### src/rtl/ipres_pkg.sv
// Shared types for the interrupt presentation controller.
// Assumes one operation acts per cycle, selected by fixed precedence.
package ipres_pkg;

    typedef enum logic [2:0] {
        OP_IDLE,
        OP_ACCEPT,
        OP_EOI,
        OP_CEIL,
        OP_IPI,
        OP_DLV
    } ipres_op_e;

endpackage

### src/rtl/ipres_opsel.sv
// Picks the single operation that acts this cycle.
// Precedence: accept, end-of-interrupt, ceiling, inter-processor, delivery.
module ipres_opsel
    import ipres_pkg::*;
(
    input  logic      acc_rd,
    input  logic      eoi_we,
    input  logic      cppr_we,
    input  logic      mfrr_we,
    input  logic      dlv_valid,
    output ipres_op_e op
);

    // Fixed-priority decode of the request strobes
    always_comb begin
        if (acc_rd)         op = OP_ACCEPT;
        else if (eoi_we)    op = OP_EOI;
        else if (cppr_we)   op = OP_CEIL;
        else if (mfrr_we)   op = OP_IPI;
        else if (dlv_valid) op = OP_DLV;
        else                op = OP_IDLE;
    end

endmodule

### src/rtl/ipres_cmp.sv
// Decides whether a candidate priority may be presented.
// Assumes lower value is more favoured; the candidate must beat the ceiling
// and must be strictly better than any pending priority.
module ipres_cmp #(
    parameter int unsigned PRIO_W = 8
) (
    input  logic [PRIO_W-1:0] cand,
    input  logic [PRIO_W-1:0] ceiling,
    input  logic              busy,
    input  logic [PRIO_W-1:0] pend,
    output logic              take
);

    // Candidate wins over the ceiling and over the pending interrupt
    always_comb take = (cand < ceiling) && !(busy && (pend <= cand));

endmodule

### src/rtl/ipres_notify.sv
// Registered single-cycle notification toward the source units.
// Assumes at most one notification per cycle on each instance.
module ipres_notify #(
    parameter int unsigned W = 26
) (
    input  logic         clk,
    input  logic         rst_n,
    input  logic         fire,
    input  logic [W-1:0] data,
    output logic         valid_q,
    output logic [W-1:0] data_q
);

    // Capture a pulse and its payload for one cycle
    always_ff @(posedge clk) begin
        if (!rst_n) begin
            valid_q <= 1'b0;
            data_q  <= '0;
        end else begin
            valid_q <= fire;
            data_q  <= fire ? data : '0;
        end
    end

endmodule

### src/rtl/ipres_top.sv
// Per-processor interrupt presenter: arbitrates deliveries and the
// inter-processor request against the ceiling, returns losers as rejects,
// and forwards end-of-interrupt numbers. Assumes a delivering unit holds its
// request until dlv_ack, and that units decode finished numbers themselves.
module ipres_top
    import ipres_pkg::*;
#(
    parameter int unsigned SRC_W   = 24,
    parameter int unsigned PRIO_W  = 8,
    parameter int unsigned UNIT_W  = 2,
    parameter int unsigned IPI_SRC = 2
) (
    input  logic                      clk,
    input  logic                      rst_n,
    input  logic                      dlv_valid,
    input  logic [SRC_W-1:0]          dlv_src,
    input  logic [PRIO_W-1:0]         dlv_prio,
    input  logic [UNIT_W-1:0]         dlv_unit,
    output logic                      dlv_ack,
    input  logic                      acc_rd,
    output logic [SRC_W+PRIO_W-1:0]   acc_data,
    input  logic                      cppr_we,
    input  logic [PRIO_W-1:0]         cppr_wdata,
    input  logic                      mfrr_we,
    input  logic [PRIO_W-1:0]         mfrr_wdata,
    input  logic                      eoi_we,
    input  logic [SRC_W+PRIO_W-1:0]   eoi_wdata,
    output logic                      rej_valid,
    output logic [SRC_W-1:0]          rej_src,
    output logic [UNIT_W-1:0]         rej_unit,
    output logic                      eoi_valid,
    output logic [SRC_W-1:0]          eoi_src,
    output logic                      irq_out
);

    localparam int unsigned REG_W  = SRC_W + PRIO_W;
    localparam int unsigned NOTE_W = SRC_W + UNIT_W;
    localparam logic [PRIO_W-1:0] PRIO_LEAST = '1;
    localparam logic [SRC_W-1:0]  IPI_NUM    = SRC_W'(IPI_SRC);

    logic [PRIO_W-1:0] ceil_q, pend_q, ipi_q;
    logic [SRC_W-1:0]  src_q;
    logic [UNIT_W-1:0] owner_q;
    logic              owned_q, line_q;

    logic [PRIO_W-1:0] ceil_n, pend_n, ipi_n;
    logic [SRC_W-1:0]  src_n;
    logic [UNIT_W-1:0] owner_n;
    logic              owned_n, line_n;

    logic              rej_fire, fin_fire, ipi_check;
    logic [NOTE_W-1:0] rej_bus;
    logic [SRC_W-1:0]  fin_num;
    logic [PRIO_W-1:0] ceil_eff, ipi_cand;
    logic              dlv_take, ipi_take, src_busy;
    ipres_op_e         op;

    ipres_opsel u_opsel (
        .acc_rd    (acc_rd),
        .eoi_we    (eoi_we),
        .cppr_we   (cppr_we),
        .mfrr_we   (mfrr_we),
        .dlv_valid (dlv_valid),
        .op        (op)
    );

    assign src_busy = |src_q;
    assign dlv_ack  = (op == OP_DLV);
    assign acc_data = {ceil_q, src_q};
    assign irq_out  = line_q;

    // Ceiling and candidate the inter-processor check compares against
    always_comb begin
        ceil_eff = ceil_q;
        ipi_cand = ipi_q;
        if (op == OP_EOI)  ceil_eff = eoi_wdata[REG_W-1:SRC_W];
        if (op == OP_CEIL) ceil_eff = cppr_wdata;
        if (op == OP_IPI)  ipi_cand = mfrr_wdata;
    end

    ipres_cmp #(.PRIO_W(PRIO_W)) u_dlv_cmp (
        .cand    (dlv_prio),
        .ceiling (ceil_q),
        .busy    (src_busy),
        .pend    (pend_q),
        .take    (dlv_take)
    );

    ipres_cmp #(.PRIO_W(PRIO_W)) u_ipi_cmp (
        .cand    (ipi_cand),
        .ceiling (ceil_eff),
        .busy    (src_busy),
        .pend    (pend_q),
        .take    (ipi_take)
    );

    // Next-state and notification selection for the acting operation
    always_comb begin
        ceil_n    = ceil_q;
        pend_n    = pend_q;
        ipi_n     = ipi_q;
        src_n     = src_q;
        owner_n   = owner_q;
        owned_n   = owned_q;
        line_n    = line_q;
        rej_fire  = 1'b0;
        rej_bus   = '0;
        fin_fire  = 1'b0;
        fin_num   = '0;
        ipi_check = 1'b0;
        case (op)
            OP_ACCEPT: begin
                ceil_n  = pend_q;
                src_n   = '0;
                pend_n  = PRIO_LEAST;
                owned_n = 1'b0;
                line_n  = 1'b0;
            end
            OP_EOI: begin
                ceil_n    = eoi_wdata[REG_W-1:SRC_W];
                fin_num   = eoi_wdata[SRC_W-1:0];
                fin_fire  = (fin_num != '0) && (fin_num != IPI_NUM);
                ipi_check = 1'b1;
            end
            OP_CEIL: begin
                ceil_n = cppr_wdata;
                if ((cppr_wdata < ceil_q) && src_busy && (cppr_wdata <= pend_q)) begin
                    rej_fire = owned_q;
                    rej_bus  = {owner_q, src_q};
                    src_n    = '0;
                    pend_n   = PRIO_LEAST;
                    owned_n  = 1'b0;
                    line_n   = 1'b0;
                end else begin
                    ipi_check = !src_busy;
                end
            end
            OP_IPI: begin
                ipi_n     = mfrr_wdata;
                ipi_check = 1'b1;
            end
            OP_DLV: begin
                if (dlv_take) begin
                    rej_fire = src_busy && owned_q;
                    rej_bus  = {owner_q, src_q};
                    src_n    = dlv_src;
                    pend_n   = dlv_prio;
                    owner_n  = dlv_unit;
                    owned_n  = 1'b1;
                    line_n   = 1'b1;
                end else begin
                    rej_fire = 1'b1;
                    rej_bus  = {dlv_unit, dlv_src};
                end
            end
            default: ;
        endcase
        if (ipi_check && ipi_take) begin
            rej_fire = src_busy && owned_q;
            rej_bus  = {owner_q, src_q};
            src_n    = IPI_NUM;
            pend_n   = ipi_cand;
            owned_n  = 1'b0;
            line_n   = 1'b1;
        end
    end

    // Presentation state registers
    always_ff @(posedge clk) begin
        if (!rst_n) begin
            ceil_q  <= '0;
            pend_q  <= PRIO_LEAST;
            ipi_q   <= PRIO_LEAST;
            src_q   <= '0;
            owner_q <= '0;
            owned_q <= 1'b0;
            line_q  <= 1'b0;
        end else begin
            ceil_q  <= ceil_n;
            pend_q  <= pend_n;
            ipi_q   <= ipi_n;
            src_q   <= src_n;
            owner_q <= owner_n;
            owned_q <= owned_n;
            line_q  <= line_n;
        end
    end

    logic [NOTE_W-1:0] rej_out;

    ipres_notify #(.W(NOTE_W)) u_rej_note (
        .clk     (clk),
        .rst_n   (rst_n),
        .fire    (rej_fire),
        .data    (rej_bus),
        .valid_q (rej_valid),
        .data_q  (rej_out)
    );

    assign rej_unit = rej_out[NOTE_W-1:SRC_W];
    assign rej_src  = rej_out[SRC_W-1:0];

    ipres_notify #(.W(SRC_W)) u_fin_note (
        .clk     (clk),
        .rst_n   (rst_n),
        .fire    (fin_fire),
        .data    (fin_num),
        .valid_q (eoi_valid),
        .data_q  (eoi_src)
    );

endmodule

### config.mk
export PLATFORM = sky130hd
export DESIGN_NAME = ipres_top
export DESIGN_NICKNAME = d
export VERILOG_FILES = /design/src/rtl/ipres_pkg.sv /design/src/rtl/ipres_opsel.sv /design/src/rtl/ipres_cmp.sv /design/src/rtl/ipres_notify.sv /design/src/rtl/ipres_top.sv
export SDC_FILE = /design/constraint.sdc
export NUM_CORES = 1
export LEC_CHECK = 0
export ABC_AREA = 1
export ABC_CLOCK_PERIOD_IN_PS = 3400
export BUFFER_PORTS_ARGS = -buffer_cell sky130_fd_sc_hd__clkbuf_2
export CAP_MARGIN = 10
export CORE_ASPECT_RATIO = 1.4
export CORE_MARGIN = 5
export CORE_UTILIZATION = 52
export CTS_CLUSTER_DIAMETER = 150
export DETAILED_ROUTE_END_ITERATION = 8
export PLACE_DENSITY = 0.88
export SETUP_SLACK_MARGIN = 0.1
export SLEW_MARGIN = 20
export SYNTH_ARGS = -nofsm -noshare
export SYNTH_HDL_FRONTEND = slang
export SYNTH_SLANG_ARGS = --single-unit
### constraint.sdc
create_clock -name clk -period 3.4 [get_ports clk]
set_clock_uncertainty 0.15 [all_clocks]
set_input_delay 0.17 -clock clk [delete_from_list [all_inputs] [get_ports clk]]
set_output_delay 0.17 -clock clk [all_outputs]
set_load 0.01 [all_outputs]
==> metrics.cfg, run 1 <==
[layout]
nFillCells = 895
synthToLayoutAreaGrowth_pct = 32.3
final_nets = 1166
drive_gt1_frac = 0.222
final_cells = 1181

[route]
via_per_inst = 5.22
firstDrtPassIters = 5
detail_route.wirelength_um = 17300
wl_per_cell_um = 14.6
drcViolationCount = 0
drt_iter0_drc = 277
dr_total_vias = 6163
ant_nets = 0

[synthesis]
synthMuxAreaShare = 0
ys_warn_count = 0
synth_cells = 818
synthSimpleGateAreaFrac = 0.291
yosysUniqueCellTypes = 35
syn_nets = 950
syn_area_um2 = 5670
synth_xor_xnor_area_share = 0
avgSynthCellArea_um2 = 6.94
synth_top_family_by_area = simple AND/OR/NAND/NOR gates
yosysSeqAreaShare = 0.367
synth_seq_cells = 104
synth-adder-area-share = 0.0948
synth_compound_area_frac = 0.125

[global_route]
grt_start_max_net_pins = 31
grt-ovfl-total = 0
grt_usage = 0.265
antenna_found_initial = 0
grt_first_pass_wirelength_um = 28600
grt_pass1_vias = 6247

[critical_path]
required_ns = 3.52
crit_type = in2reg
cp.arrival_ns = 3.10
crit_path_max_fanout = 27
endpoint_kind = flip-flop
start_kind = input pin

[timing]
fin_crit_ns = 2.98
setup-tns-final_ns = 0
slew_headroom = 0.414
worstMarginPinSlew_ns = 0.876
drv_slew = 0
rsz0062_at_grt = no
hold_viol_final = 0
finalCritPeriodShare = 0.876
clock.fmax_ghz = 0.336
finalSetupViolations = 0

[placement]
portBuffers = 174
hpwl_um = 12300
gp_congestion = 0.911
dpl.cell_count = 1114

[floorplan]
floorplan.die_area_um2 = 13100
start_util = 0.528
die_w_um = 98.3
core_um2 = 10800
die_y_um = 134
fp-row-count = 45
io_pins = 175

[clock_tree]
clock_path_buffers = 2
post_cts_buffers = 0
root_buffer = clkbuf_16
numCtsBuffers = 9
h-tree-depth = 3
cts.sinks = 104
cts_tree = yes
clkLatencyLatePin_ns = 0.35
clkTransAtPathRegs_ns = 0.07
postCtsResizedCells = 0

[run]
drv_cap = 0

[run_status]
status = finished clean

[power]
cellPowerDensity_nw_per_um2 = 407
p_leak_nw = 3.97
ir_drop_mv = 0.273

[worst_hold_path]
hold_path_class = in2reg

==> layout make-up <==
class / instances / area, µm² / share of cell area
timing repair buffer: 237 / 1480 / 0.197
antenna: 1 / 2.50 / 0.000333
tap: 141 / 176 / 0.0235
clock inverter: 6 / 73.8 / 0.00984
clock buffer: 10 / 239 / 0.0318
sequential: 104 / 2080 / 0.277
inverter: 144 / 541 / 0.0720
multi-input combinational: 538 / 2910 / 0.388
==> per-layer routing <==
metal  share of wire  global-route usage  vias up
met1            0.37               0.276     2808
met4           0.034               0.132        0
met2            0.54               0.495      251
met5               0                   0        -
li1                -                   -     3055
met3           0.062              0.0571       49
==> final timing paths <==
kind / start / to / slack [ns] / cells after the start
worst min register to register: pend_q[0] / pend_q[0] / 0.39 / 2
worst max register to register: src_q[18] / src_q[22] / 0.44 / 10
worst max-delay path: cppr_we / u_rej_note.data_q[14] / 0.42 / 20
worst min-delay path: dlv_src[1] / src_q[1] / 0.01 / 5
==> metrics by stage <==
step                      hold WS, ns  total power, W  setup slack [ns]  utilization  instance area [µm²]
after detailed placement        0.234         0.00194             0.126        0.621                 6680
final                          0.0116         0.00305             0.421        0.698                 7500
after CTS                     0.00249         0.00305             0.383        0.697                 7490
after global placement          0.222         0.00193             0.188        0.621                 6680
after floorplan                 0.132         0.00172             0.578            -                 5670
after global routing           0.0227         0.00321             0.128        0.697                 7500
==> cells in the final DEF (no fill, tap or decap), types with 2 or more instances in the layout <==
cell | synthesis | final
nor2_4 | 3 | 3
ha_1 | 43 | 43
dfxtp_1 | 104 | 104
nor2_2 | 1 | 2
or2_2 | 5 | 5
nand3_1 | 75 | 75
nand2_1 | 158 | 158
a22o_1 | 6 | 6
nand2_2 | 5 | 5
a211oi_1 | 2 | 2
nor4_1 | 4 | 4
nor3_1 | 3 | 3
clkbuf_16 | 0 | 9
a22oi_1 | 20 | 20
o21ai_0 | 21 | 21
a21oi_1 | 48 | 48
clkbuf_2 | 0 | 174
o221ai_1 | 8 | 8
nor2_1 | 109 | 108
inv_2 | 8 | 8
buf_4 | 2 | 12
o211ai_1 | 2 | 2
clkinvlp_4 | 0 | 2
dlygate4sd3_1 | 0 | 50
nand4_1 | 14 | 14
inv_1 | 136 | 136
==> cells in the mapped netlist <==
cell type	instances	area, µm²
nor3_1	3	15.0
a22o_1	6	52.6
a22oi_1	20	150
nor4_1	4	25.0
nand3_4	1	17.5
o21ai_2	2	17.5
nand2_1	158	593
o21ai_1	1	5.00
dfxtp_1	104	2080
o211ai_1	2	15.0
inv_1	136	510
nor2_4	3	33.8
nand3_1	75	375
a21oi_1	48	240
buf_4	2	15.0
inv_2	8	30.0
nand4_1	14	87.6
a21oi_4	1	16.3
nor2_2	1	6.26
nor2_1	109	409
o21bai_1	1	7.51
and3_1	1	6.26
o21a_1	1	7.51
a211oi_1	2	15.0
or2_2	5	31.3
clkbuf_1	9	33.8
a21boi_0	1	7.51
o221ai_1	8	70.1
nand3b_1	1	7.51
ha_1	43	538
nand2_4	1	11.3
buf_1	1	3.75
o21ai_0	21	105
buf_2	20	100
nand2_2	5	31.3
==> cell families after synthesis <==
| group | count (synthesis) |
|---|---|
| simple gates | 381 |
| buf+inv | 176 |
| compound gates | 114 |
| fa+ha+maj | 43 |
| flops | 104 |
==> registers in the layout, indices dropped and copies added (netlist names) <==
name                flops
ceil_q                  8
ipi_q                   8
irq_out                 1
owned_q                 1
owner_q                 2
pend_q                  8
src_q                  24
u_fin_note.data_q      24
u_fin_note.valid_q      1
u_rej_note.data_q      26
u_rej_note.valid_q      1
==> critical path, stage by stage <==
cell and delay (ns):
clkbuf_2 0.10, nor2_2 0.19, inv_2 0.08, nor2_4 0.14, nand2_2 0.19, o21ai_0 0.31, inv_1 0.15, ha_1 0.31
inv_1 0.05, o21bai_1 0.12, nand4_1 0.10, nand2_1 0.10, nand2_1 0.06, nand2_1 0.05, nand2_1 0.04, nand2_1 0.15
nand2_4 0.17, nand2_2 0.11, nand3_4 0.26, nor2_1 0.23
==> report_power, final <==
| part | switching (W) | total, W | internal [W] |
|---|---|---|---|
| Sequential | 0.0000353 | 0.00129 | 0.00125 |
| Combinational | 0.000411 | 0.000682 | 0.000271 |
| Clock | 0.000478 | 0.00108 | 0.000600 |
| Total | 0.000924 | 0.00305 | 0.00213 |
==> repair_timing <==
action | CTS | global route
endpoints found under the hold margin | 50 | 0
setup endpoints to repair | 0 | 0
hold buffers | 50 | 0
No activity file was read; power rests on OpenSTA's default activity.
==> inputs of run 2 (changes only) <==
ABC_CLOCK_PERIOD_IN_PS = 3300   (was 3400)
clock period = 3.3 ns   (was 3.4 ns; I/O delays follow)
==> metrics.cfg, run 2 (synthesis results as in run 1) <==
[timing]
finalSetupViolations = 0
rsz0062_at_grt = no
finalCritPeriodShare = 0.881
fin_crit_ns = 2.91
worstMarginPinSlew_ns = 0.894
drv_slew = 0
slew_headroom = 0.403
setup-tns-final_ns = 0
hold_viol_final = 0
clock.fmax_ghz = 0.344

[route]
drcViolationCount = 0
ant_nets = 0
firstDrtPassIters = 7
detail_route.wirelength_um = 17600
dr_total_vias = 6300
via_per_inst = 5.30
drt_iter0_drc = 372
wl_per_cell_um = 14.8

[layout]
regMostFlops = u_rej_note.data_q
final_nets = 1172
layout_commonest_cell = clkbuf_2
fin_util = 0.704
most-common-layout-cells = 174 x clkbuf_2, 158 x nand2_1, 136 x inv_1, 108 x nor2_1, 104 x dfxtp_1
final_area_um2 = 7570
largest_reg_flops = 26
drive_gt1_frac = 0.227
reg_top3 = u_rej_note.data_q (26), src_q (24), u_fin_note.data_q (24)
synthToLayoutAreaGrowth_pct = 33.4

[worst_hold_path]
hold_depth = 4
hold_path_class = in2reg
hp-start = mfrr_wdata[0]
min_to = ipi_q[0]

[global_route]
grt_usage = 0.265
grt_pass1_vias = 6170
grt_first_pass_wirelength_um = 28500
grt-ovfl-total = 0
grt_start_max_net_pins = 28
antenna_found_initial = 0

[clock_tree]
cts_tree = yes
clkTransAtPathRegs_ns = 0.08
root_buffer = clkbuf_16
numCtsBuffers = 9
h-tree-depth = 3
clock_path_buffers = 2
clkLatencyLatePin_ns = 0.35
cts.sinks = 104
post_cts_buffers = 0

[power]
switching_share = 0.312
clkPwrFrac = 0.354
combPwrFrac = 0.227
seqPwrFrac = 0.419
p_sw_w = 0.000989
p_leak_nw = 4.01
p_int_w = 0.00218
cellPowerDensity_nw_per_um2 = 419
ir_drop_mv = 0.296

[placement]
hpwl_um = 12600
portBuffers = 174
gp_congestion = 0.895
placed_cell_area_um2 = 6740

[run]
drv_cap = 0

[floorplan]
start_util = 0.528
core_um2 = 10800
die_w_um = 98.3
die_y_um = 134
io_pins = 175
fp-row-count = 45
floorplan.die_area_um2 = 13100

[critical_path]
r2r_end = u_rej_note.data_q[22]
worst-r2r-setup-slack_ns = 0.39
crit_type = reg2reg
r2r_cells = 11
start_kind = flip-flop
cp.arrival_ns = 3.03
endpoint_kind = flip-flop
crit_path_max_fanout = 27
rr_startpoint = src_q[18]
required_ns = 3.42

[run_status]
status = finished clean

==> run 2: power groups by stage <==
stage / sequential [W] / clock, W / combinational, W
floorplan: 0.00136 / 0 / 0.000415
detailed placement: 0.00136 / 0 / 0.000655
global placement: 0.00136 / 0 / 0.000636
CTS: 0.00133 / 0.00113 / 0.000707
global route: 0.00134 / 0.00118 / 0.000806
finish: 0.00133 / 0.00112 / 0.000720
==> run 2: metal layers <==
| layer | GRT usage | wire length, µm |
|---|---|---|
| met5 | 0 | 0 |
| met4 | 0.151 | 845 |
| met3 | 0.0466 | 1310 |
| met2 | 0.488 | 9210 |
| met1 | 0.280 | 6250 |
==> run 2: stage by stage <==
stage                     hold WS (ns)  total power [W]  worst slack, ns  instances
after global placement           0.217          0.00199            0.108       1120
after global routing            0.0414          0.00332            0.144       1186
after floorplan                  0.127          0.00177            0.483        818
after detailed placement         0.230          0.00201           0.0521       1120
after CTS                       0.0286          0.00316            0.304       1186
final                           0.0357          0.00317            0.393       1188
==> run 2: layout make-up <==
| cell class | instances | area (µm²) |
|---|---|---|
| flip-flops and latches | 104 | 2080 |
| inverters | 144 | 541 |
| well taps | 141 | 176 |
| multi-input cells | 538 | 2910 |
| clock inverters | 7 | 90.1 |
| diodes | 2 | 5.00 |
| fillers | 877 | 3190 |
| clock buffers | 9 | 225 |
| repair buffers | 243 | 1540 |
==> run 2: critical path, stage by stage (launching register included) <==
cell and delay (ns):
dfxtp_1 0.36, nor2_1 0.18, nand2_1 0.11, nor4_1 0.40, nand4_1 0.38, o21ai_0 0.29
nand2_1 0.12, a21oi_4 0.19, nand2_4 0.10, nand2_2 0.09, nand3_4 0.26, nor2_1 0.20
==> run 2: timing repair <==
action,4_1_cts,5_1_grt
hold buffers,50,0
endpoints found under the setup margin,0,16
endpoints found under the hold margin,50,0
gates resized for setup,0,1
==> run 2: worst max path at each step <==
stage	to	cells after the start	slack, ns	from
2_1_floorplan	u_rej_note.data_q[16]	18	0.48	mfrr_we
3_3_place_gp	u_rej_note.data_q[22]	19	0.11	cppr_we
3_5_place_dp	u_rej_note.data_q[5]	18	0.05	mfrr_we
4_1_cts	u_rej_note.data_q[11]	15	0.30	pend_q[7]
5_1_grt	u_rej_note.data_q[12]	11	0.14	src_q[18]
6_report	u_rej_note.data_q[22]	11	0.39	src_q[18]
